**config.mk**
```make
export PLATFORM = sky130hd
export DESIGN_NAME = msd_tracker
export DESIGN_NICKNAME = d
export VERILOG_FILES = /design/src/rtl/msd_pkg.sv /design/src/rtl/msd_status_map.sv /design/src/rtl/msd_delta_detect.sv /design/src/rtl/msd_ctrl.sv /design/src/rtl/msd_tracker.sv
export SDC_FILE = /design/constraint.sdc
export NUM_CORES = 1
export LEC_CHECK = 0
export BUFFER_PORTS_ARGS = -buffer_cell sky130_fd_sc_hd__buf_2
export CAP_MARGIN = 5
export CORE_AREA = 2 2 39 41
export CTS_CLUSTER_DIAMETER = 100
export CTS_CLUSTER_SIZE = 40
export DETAILED_ROUTE_END_ITERATION = 7
export DIE_AREA = 0 0 41 43
export HOLD_SLACK_MARGIN = 0.1
export MAX_ROUTING_LAYER = met4
export PLACE_DENSITY_LB_ADDON = 0.2
export SYNTH_ARGS = -nofsm -noshare
export SYNTH_HDL_FRONTEND = slang
export SYNTH_SLANG_ARGS = --single-unit
```
**constraint.sdc**
```tcl
create_clock -name clk -period 1.04 [get_ports clk]
set_input_delay 0.104 -clock clk [delete_from_list [all_inputs] [get_ports clk]]
set_output_delay 0.104 -clock clk [all_outputs]
set_load 0.05 [all_outputs]
```
**src/rtl/msd_pkg.sv**
```systemverilog
package msd_pkg;
    localparam int LINES   = 4;
    localparam int MSR_W   = 2 * LINES;
    localparam int IDX_CTS = 0;
    localparam int IDX_DSR = 1;
    localparam int IDX_RI  = 2;
    localparam int IDX_DCD = 3;

    localparam int MCR_W   = 5;
    localparam int MC_DTR  = 0;
    localparam int MC_RTS  = 1;
    localparam int MC_OUT1 = 2;
    localparam int MC_OUT2 = 3;
    localparam int MC_LOOP = 4;

    typedef enum logic {
        ST_SEED = 1'b0,
        ST_RUN  = 1'b1
    } trk_state_e;
endpackage

```
**src/rtl/msd_status_map.sv**
```systemverilog
module msd_status_map
    import msd_pkg::*;
(
    input  logic [MCR_W-1:0] mctl,
    input  logic             line_cts,
    input  logic             line_ri,
    output logic [LINES-1:0] stat
);
    always_comb begin
        unique case (mctl[MC_LOOP])
            1'b1: begin
                stat[IDX_CTS] = mctl[MC_RTS];
                stat[IDX_DSR] = mctl[MC_DTR];
                stat[IDX_RI]  = mctl[MC_OUT1];
                stat[IDX_DCD] = mctl[MC_OUT2];
            end
            1'b0: begin
                stat[IDX_CTS] = line_cts;
                stat[IDX_DSR] = 1'b1;
                stat[IDX_RI]  = line_ri;
                stat[IDX_DCD] = 1'b1;
            end
        endcase
    end
endmodule

```
**src/rtl/msd_delta_detect.sv**
```systemverilog
module msd_delta_detect #(
    parameter int W             = 4,
    parameter int FALL_ONLY_IDX = 2
) (
    input  logic [W-1:0] prev,
    input  logic [W-1:0] cur,
    output logic [W-1:0] flag
);
    for (genvar i = 0; i < W; i++) begin : g_line
        if (i == FALL_ONLY_IDX) begin : g_trail
            assign flag[i] = prev[i] & ~cur[i];
        end else begin : g_any
            assign flag[i] = prev[i] ^ cur[i];
        end
    end
endmodule

```
**src/rtl/msd_ctrl.sv**
```systemverilog
module msd_ctrl
    import msd_pkg::*;
(
    input  logic             clk,
    input  logic             rst_n,
    input  logic             stat_rd,
    input  logic [LINES-1:0] new_stat,
    input  logic [LINES-1:0] edge_flag,
    output logic [MSR_W-1:0] msr_q
);
    trk_state_e st_q, st_d;
    logic [MSR_W-1:0] msr_d;

    always_ff @(posedge clk or negedge rst_n) begin
        if (!rst_n) st_q <= ST_SEED;
        else        st_q <= st_d;
    end

    always_comb begin
        unique case (st_q)
            ST_SEED: st_d = ST_RUN;   // SEED_TO_RUN
            ST_RUN:  st_d = ST_RUN;   // RUN_HOLD
        endcase
    end

    always_comb begin
        unique case (st_q)
            ST_SEED: msr_d = {new_stat, {LINES{1'b0}}};
            ST_RUN:  msr_d = {new_stat,
                              (stat_rd ? {LINES{1'b0}} : msr_q[LINES-1:0]) | edge_flag};
        endcase
    end

    always_ff @(posedge clk or negedge rst_n) begin
        if (!rst_n) msr_q <= '0;
        else        msr_q <= msr_d;
    end

    // seeding never leaves a flag behind
    assert_seed_clean_R1: assert property (@(posedge clk) disable iff (!rst_n)
        (st_q == ST_SEED) |=> (msr_q[LINES-1:0] == '0));

    // a clear-to-send change in run raises its flag
    assert_cts_flag_R4: assert property (@(posedge clk) disable iff (!rst_n)
        (st_q == ST_RUN && new_stat[IDX_CTS] != msr_q[LINES+IDX_CTS]) |=> msr_q[IDX_CTS]);

    // ring flag rises only with a trailing ring edge
    assert_ri_trail_R5: assert property (@(posedge clk) disable iff (!rst_n)
        $rose(msr_q[IDX_RI]) |-> ($past(msr_q[LINES+IDX_RI]) && !msr_q[LINES+IDX_RI]));

    // without a read, no flag is lost
    assert_sticky_R6: assert property (@(posedge clk) disable iff (!rst_n)
        (st_q == ST_RUN && !stat_rd) |=>
        ((msr_q[LINES-1:0] & $past(msr_q[LINES-1:0])) == $past(msr_q[LINES-1:0])));

    // a read with no new change leaves every flag clear
    assert_read_clear_R7: assert property (@(posedge clk) disable iff (!rst_n)
        (st_q == ST_RUN && stat_rd && new_stat == msr_q[MSR_W-1:LINES]) |=>
        (msr_q[LINES-1:0] == '0));
endmodule

```
**src/rtl/msd_tracker.sv**
```systemverilog
module msd_tracker
    import msd_pkg::*;
(
    input  logic             clk,
    input  logic             rst_n,
    input  logic [MCR_W-1:0] mctl_i,
    input  logic             line_cts_i,
    input  logic             line_ri_i,
    input  logic             stat_rd_i,
    output logic [MSR_W-1:0] msr_o,
    output logic             delta_pend_o
);
    logic [LINES-1:0] now_stat;
    logic [LINES-1:0] edge_flag;
    logic [MSR_W-1:0] msr_q;

    msd_status_map u_map (
        .mctl     (mctl_i),
        .line_cts (line_cts_i),
        .line_ri  (line_ri_i),
        .stat     (now_stat)
    );

    msd_delta_detect #(.W(LINES), .FALL_ONLY_IDX(IDX_RI)) u_delta (
        .prev (msr_q[MSR_W-1:LINES]),
        .cur  (now_stat),
        .flag (edge_flag)
    );

    msd_ctrl u_ctrl (
        .clk       (clk),
        .rst_n     (rst_n),
        .stat_rd   (stat_rd_i),
        .new_stat  (now_stat),
        .edge_flag (edge_flag),
        .msr_q     (msr_q)
    );

    assign msr_o        = msr_q;
    assign delta_pend_o = |msr_q[LINES-1:0];

    // outside loopback the forced states read high after the edge
    assert_forced_high_R2: assert property (@(posedge clk) disable iff (!rst_n)
        !mctl_i[MC_LOOP] |=> (msr_o[LINES+IDX_DSR] && msr_o[LINES+IDX_DCD]));

    // in loopback the control outputs appear in the status
    assert_loop_map_R3: assert property (@(posedge clk) disable iff (!rst_n)
        mctl_i[MC_LOOP] |=> (msr_o[LINES+IDX_CTS] == $past(mctl_i[MC_RTS]) &&
                             msr_o[LINES+IDX_DSR] == $past(mctl_i[MC_DTR]) &&
                             msr_o[LINES+IDX_RI]  == $past(mctl_i[MC_OUT1]) &&
                             msr_o[LINES+IDX_DCD] == $past(mctl_i[MC_OUT2])));
endmodule

```
==> results of run 1 <==
cells by family after synthesis:
family	Yosys count
AOI/OAI and AO/OA	4
xor gates and xnor gates	2
buffers and inverters	2
DFF	9
muxes	2
other	1
and+or+nand+nor	9
metrics by stage:
stage | cells | util (%) | worst slack [ps]
after floorplan | 29 | - | -238
after global placement | 67 | 37.6 | -172
after detailed placement | 67 | 37.6 | -176
after CTS | 76 | 45.4 | -414
after global routing | 76 | 46.5 | -433
final | 76 | 46.5 | -407
cell usage after synthesis:
library cell | instances | area (sq um)
nand2b_1 | 6 | 37.5
dfrtp_1 | 9 | 225
o22ai_1 | 1 | 6.26
inv_1 | 2 | 7.51
mux2_4 | 2 | 30.0
a21boi_0 | 2 | 15.0
and2_1 | 1 | 6.26
xnor2_1 | 2 | 17.5
o211a_1 | 1 | 10.0
nand3_1 | 1 | 5.00
or4_1 | 1 | 7.51
conb_1 | 1 | 3.75
critical path, cell delays in order (launching register included):
cell     delay (ps)
dfrtp_2         390
or4_4           530
buf_6           170
metal layers:
layer | part of all wire [%] | vias to the layer above | wire length, um
met5 | 0 | - | 0
met1 | 41 | 138 | 279
met2 | 50 | 16 | 335
li1 | - | 157 | -
met3 | 8.6 | 0 | 58
met4 | 0 | 0 | 0
layout make-up:
cell class	count	area, sq um
flip-flops and latches	9	230
multi-input cells	18	143
repair buffers	27	216
clock buffers	4	26.3
fillers	134	741
well taps	16	20.0
inverters	2	7.51
power breakdown:
part / internal, W / switching [W]
clock: 0.000147 / 0.000114
sequential: 0.000377 / 0.0000144
combinational: 0.000132 / 0.000160
worst max path at each step:
stage / end / slack [ps] / cells after the start
global placement: delta_pend_o / -170 / 2
floorplan: delta_pend_o / -240 / 1
global route: delta_pend_o / -430 / 2
CTS: delta_pend_o / -410 / 2
finish: delta_pend_o / -410 / 2
detailed placement: delta_pend_o / -180 / 2
cell usage in the layout, fill, tap and decap left out, drive strengths merged:
master,count
a21boi,2
dfrtp,9
clkbuf,4
and2,1
or4,1
inv,2
nand3,1
o22ai,1
conb,1
mux2,2
o211a,1
buf,22
nand2b,6
dlygate4sd3,5
xnor2,2
flip-flops by register name (all words and copies together) (netlist names):
name          cells
u_ctrl.msr_q      8
u_ctrl.st_q       1
timing repair:
item / 4_1_cts / 5_1_grt
pin swaps: 0 / 1
endpoints found under the setup margin: 5 / 7
gates cloned: 0 / 0
endpoints found under the hold margin: 13 / 0
setup buffers: 0 / 0
hold buffers: 5 / 0
gates resized for setup: 10 / 6
==> results.json, run 1 <==
{
  "status": "finished with violations",
  "failed_checks": "negative setup slack",
  "grtUsageMet2_pct": 11.3,
  "reg2reg_slack_ps": 60,
  "grt_pass1_wl_um": 966,
  "synth_compound_area_share_pct": 8.42,
  "grt_overflow": 0,
  "grt_usage_pct": 8.88,
  "start_util_pct": 26.9,
  "ant_nets": 0,
  "synth_top_family_by_area": "simple AND/OR/NAND/NOR gates",
  "critPathMaxFanout": 2,
  "synth_adder_area_share_pct": 0,
  "vdd_drop_max_v": 0.000619,
  "whs_ps": 121,
  "syn_inst": 29,
  "rows": 14,
  "ys_types": 12,
  "ys_ff_latch": 9,
  "hold_depth": 2,
  "rsz0062_at_grt": "yes",
  "grt_pass1_vias": 254,
  "drc_errors": 0,
  "hp-class": "in2reg",
  "firstDrtPassIters": 2,
  "rr_worst_depth": 4,
  "r2r-start": "u_ctrl.msr_q[0]",
  "final-hold-violation-count": 0,
  "period_share_pct": 139,
  "p_per_area_nw_per_um2": 1470,
  "drive_above_1_share_pct": 53.3,
  "crit_arrival_ps": 1340,
  "hp-start": "mctl_i[4]",
  "place_area_sq_um": 520,
  "period_minus_slack_ps": 1450,
  "grt_max_degree": 10,
  "total_power_w": 0.000945,
  "worstSetupPathType": "reg2out",
  "cts_tree": "yes",
  "wl_per_cell_um": 8.87,
  "fp.coreArea_sq_um": 1380,
  "synthesis.area_sq_um": 372,
  "ys_warn_count": 0,
  "rr_endpoint": "u_ctrl.msr_q[0]",
  "drt-total-wl_um": 674,
  "maxSlewViolCount": 0,
  "setup_violations": 1,
  "chipHeight_um": 43,
  "antenna_found_initial": 0,
  "via_per_inst": 4.09,
  "areaGrowthSynthToFinish_pct": 73.1,
  "yosys.area_share.xor_xnor_pct": 4.71,
  "cts.sink_count": 9,
  "clockRootBuffer": "clkbuf_4",
  "synth_nets": 39,
  "io_pins": 19,
  "clockBufferDepth": 2,
  "io_buffer_count": 18,
  "cts_made_buffers": 3,
  "grtUsageMet1_pct": 10.5,
  "vias": 311,
  "die_w_um": 41,
  "fin_worst_skew_ps": 0.551,
  "clkTransAtPathRegs_ps": 60,
  "clock.fmax_mhz": 691,
  "clk_latency_ps": 250,
  "tns_ps": -407,
  "timing.final.ws_setup_ps": -407,
  "syn_area_per_cell_sq_um": 12.8,
  "die_area_sq_um": 1760,
  "antennaDiodeCount": 0,
  "holdPathEnd": "u_ctrl.msr_q[7]",
  "synthMuxAreaShare_pct": 8.08,
  "final_area_sq_um": 643,
  "synth-simple-area-share_pct": 15.2,
  "busiest_layer": "met2",
  "crit_path_end_kind": "primary output",
  "first_iter_violations": 3,
  "nets": 71,
  "cts-htree-levels": 1,
  "startpoint_type": "flop",
  "cp-startpoint": "u_ctrl.msr_q[2]",
  "maxCapViolations": 0,
  "synth-seq-area-share_pct": 60.6,
  "power.static_leakage_nw": 0.313,
  "gp_routability_congestion": 0.581,
  "grt_use_met3_pct": 3.14,
  "critPathRequiredTime_ps": 940
}
Power figures use the tool's default switching activity.
==> inputs of run 2 (changes only) <==
Settings changed: CAP_MARGIN 5 to unset, RECOVER_POWER set to 50.
==> results.json, run 2 (synthesis gave the netlist of run 1 again) <==
{
  "maxCapViolations": 0,
  "wl_met3_um": 58,
  "wl_per_cell_um": 8.84,
  "crit_path_end_kind": "primary output",
  "status": "finished with violations",
  "grt_max_degree": 10,
  "cts_tree": "yes",
  "tns_ps": -407,
  "first_iter_violations": 3,
  "maxSlewViolCount": 0,
  "crit_path_max_incr_delay_ps": 530,
  "final_area_sq_um": 642,
  "period_minus_slack_ps": 1450,
  "drive_above_1_share_pct": 51.7,
  "grt_usage_pct": 8.88,
  "cts.sink_count": 9,
  "vias": 311,
  "mostFrequentLayoutCells": "12 x buf_2, 6 x nand2b_1, 5 x dlygate4sd3_1, 5 x buf_6, 5 x dfrtp_1",
  "worstSetupPathType": "reg2out",
  "grt_pass1_vias": 254,
  "antennaDiodeCount": 0,
  "final-hold-violation-count": 0,
  "clkTransAtPathRegs_ps": 60,
  "grt_pass1_wl_um": 966,
  "crit_slowest_cell": "or4_4",
  "crit_buf_inv": 1,
  "power.static_leakage_nw": 0.310,
  "clk_latency_ps": 250,
  "antenna_found_initial": 0,
  "die_area_sq_um": 1760,
  "wl_met1_um": 277,
  "dp_cells": 67,
  "critPathMaxFanout": 2,
  "chipHeight_um": 43,
  "reg.largest.list": "u_ctrl.msr_q (8), u_ctrl.st_q (1)",
  "critPathRequiredTime_ps": 940,
  "grt_overflow": 0,
  "largest_reg_flops": 8,
  "top_layer_used": "met3",
  "startpoint_type": "flop",
  "clockRootBuffer": "clkbuf_4",
  "p_per_area_nw_per_um2": 1470,
  "dr_wl_met2_um": 335,
  "nets": 71,
  "fin_cells": 76,
  "via_per_inst": 4.09,
  "cts-htree-levels": 1,
  "firstDrtPassIters": 2,
  "areaGrowthSynthToFinish_pct": 72.7,
  "final_common_cell": "buf_2",
  "io_buffer_count": 18,
  "io_pins": 19,
  "fp.coreArea_sq_um": 1380,
  "cts_made_buffers": 3,
  "place_area_sq_um": 520,
  "drt-total-wl_um": 672,
  "hp-class": "in2reg",
  "rows": 14,
  "failed_checks": "negative setup slack",
  "start_util_pct": 26.9,
  "ant_nets": 0,
  "drc_errors": 0,
  "crit_family": "simple AND/OR/NAND/NOR gates",
  "period_share_pct": 139,
  "gp_routability_congestion": 0.581,
  "postCtsSetupRepairBufs": 0,
  "fin_worst_skew_ps": 0.551,
  "crit_chain": "or4_4 -> buf_6",
  "clockBufferDepth": 2,
  "clock.fmax_mhz": 691,
  "rsz0062_at_grt": "yes",
  "setup_violations": 1,
  "crit_arrival_ps": 1340,
  "vdd_drop_max_v": 0.000619,
  "dp_slack_ps": -176,
  "die_w_um": 41,
  "top_register": "u_ctrl.msr_q",
  "timing.final.ws_setup_ps": -407
}
run 2: cell types whose count changed in the layout (fill, tap and decap cells not counted):
cell,before,now
buf_2,13,12
clkbuf_1,1,2
run 2: per-stage QoR:
step                      hold slack (ps)  utilization (%)  power, W
after floorplan                      -192                -  0.000556
after global placement              -35.2             37.6  0.000634
after detailed placement            -41.2             37.6  0.000635
after CTS                             121             45.4  0.000946
after global routing                  131             46.4  0.000998
final                                 121             46.4  0.000945
run 2: worst reg2reg max path: stages, from the launching register on:
cell      delay [ps]
dfrtp_2          390
buf_4            130
nand2b_1          90
nand2b_1          60
o211a_1          200
run 2: power breakdown:
part / switching [W] / internal, W / total, W / leakage, nW
clock: 0.000114 / 0.000147 / 0.000261 / 0.0150
sequential: 0.0000144 / 0.000377 / 0.000392 / 0.102
combinational: 0.000160 / 0.000132 / 0.000292 / 0.192
total: 0.000288 / 0.000656 / 0.000945 / 0.310
run 2: timing repair:
item / CTS / global route
hold endpoints to repair: 13 / 0
resized for setup: 10 / 6
pin swaps: 0 / 1
hold buffers: 5 / 0
setup endpoints to repair: 5 / 7
run 2: cell type report:
type / instances / area, sq um
Timing Repair Buffer: 27 / 215
Inverter: 2 / 7.51
Tap cell: 16 / 20.0
Sequential cell: 9 / 230
Multi-Input combinational cell: 18 / 143
Fill cell: 135 / 742
Clock buffer: 4 / 26.3
run 2: worst paths after layout:
path | startpoint | end | slack (ps) | cells past startpoint
worst min-delay path | mctl_i[4] | u_ctrl.msr_q[7] | 120 | 2
worst max-delay path | u_ctrl.msr_q[2] | delta_pend_o | -410 | 2
min in group asynchronous | rst_n | u_ctrl.msr_q[1] | 300 | 2
worst max register to register | u_ctrl.msr_q[0] | u_ctrl.msr_q[0] | 60 | 4
max in group asynchronous | rst_n | u_ctrl.msr_q[2] | 420 | 2
worst min register to register | u_ctrl.st_q | u_ctrl.msr_q[2] | 530 | 1
run 2: layer usage:
layer  GRT usage [%]  up-vias
li1                -      157
met1            10.5      138
met2            11.3       16
met3            3.14        0
met4            8.00        0
met5               -        -
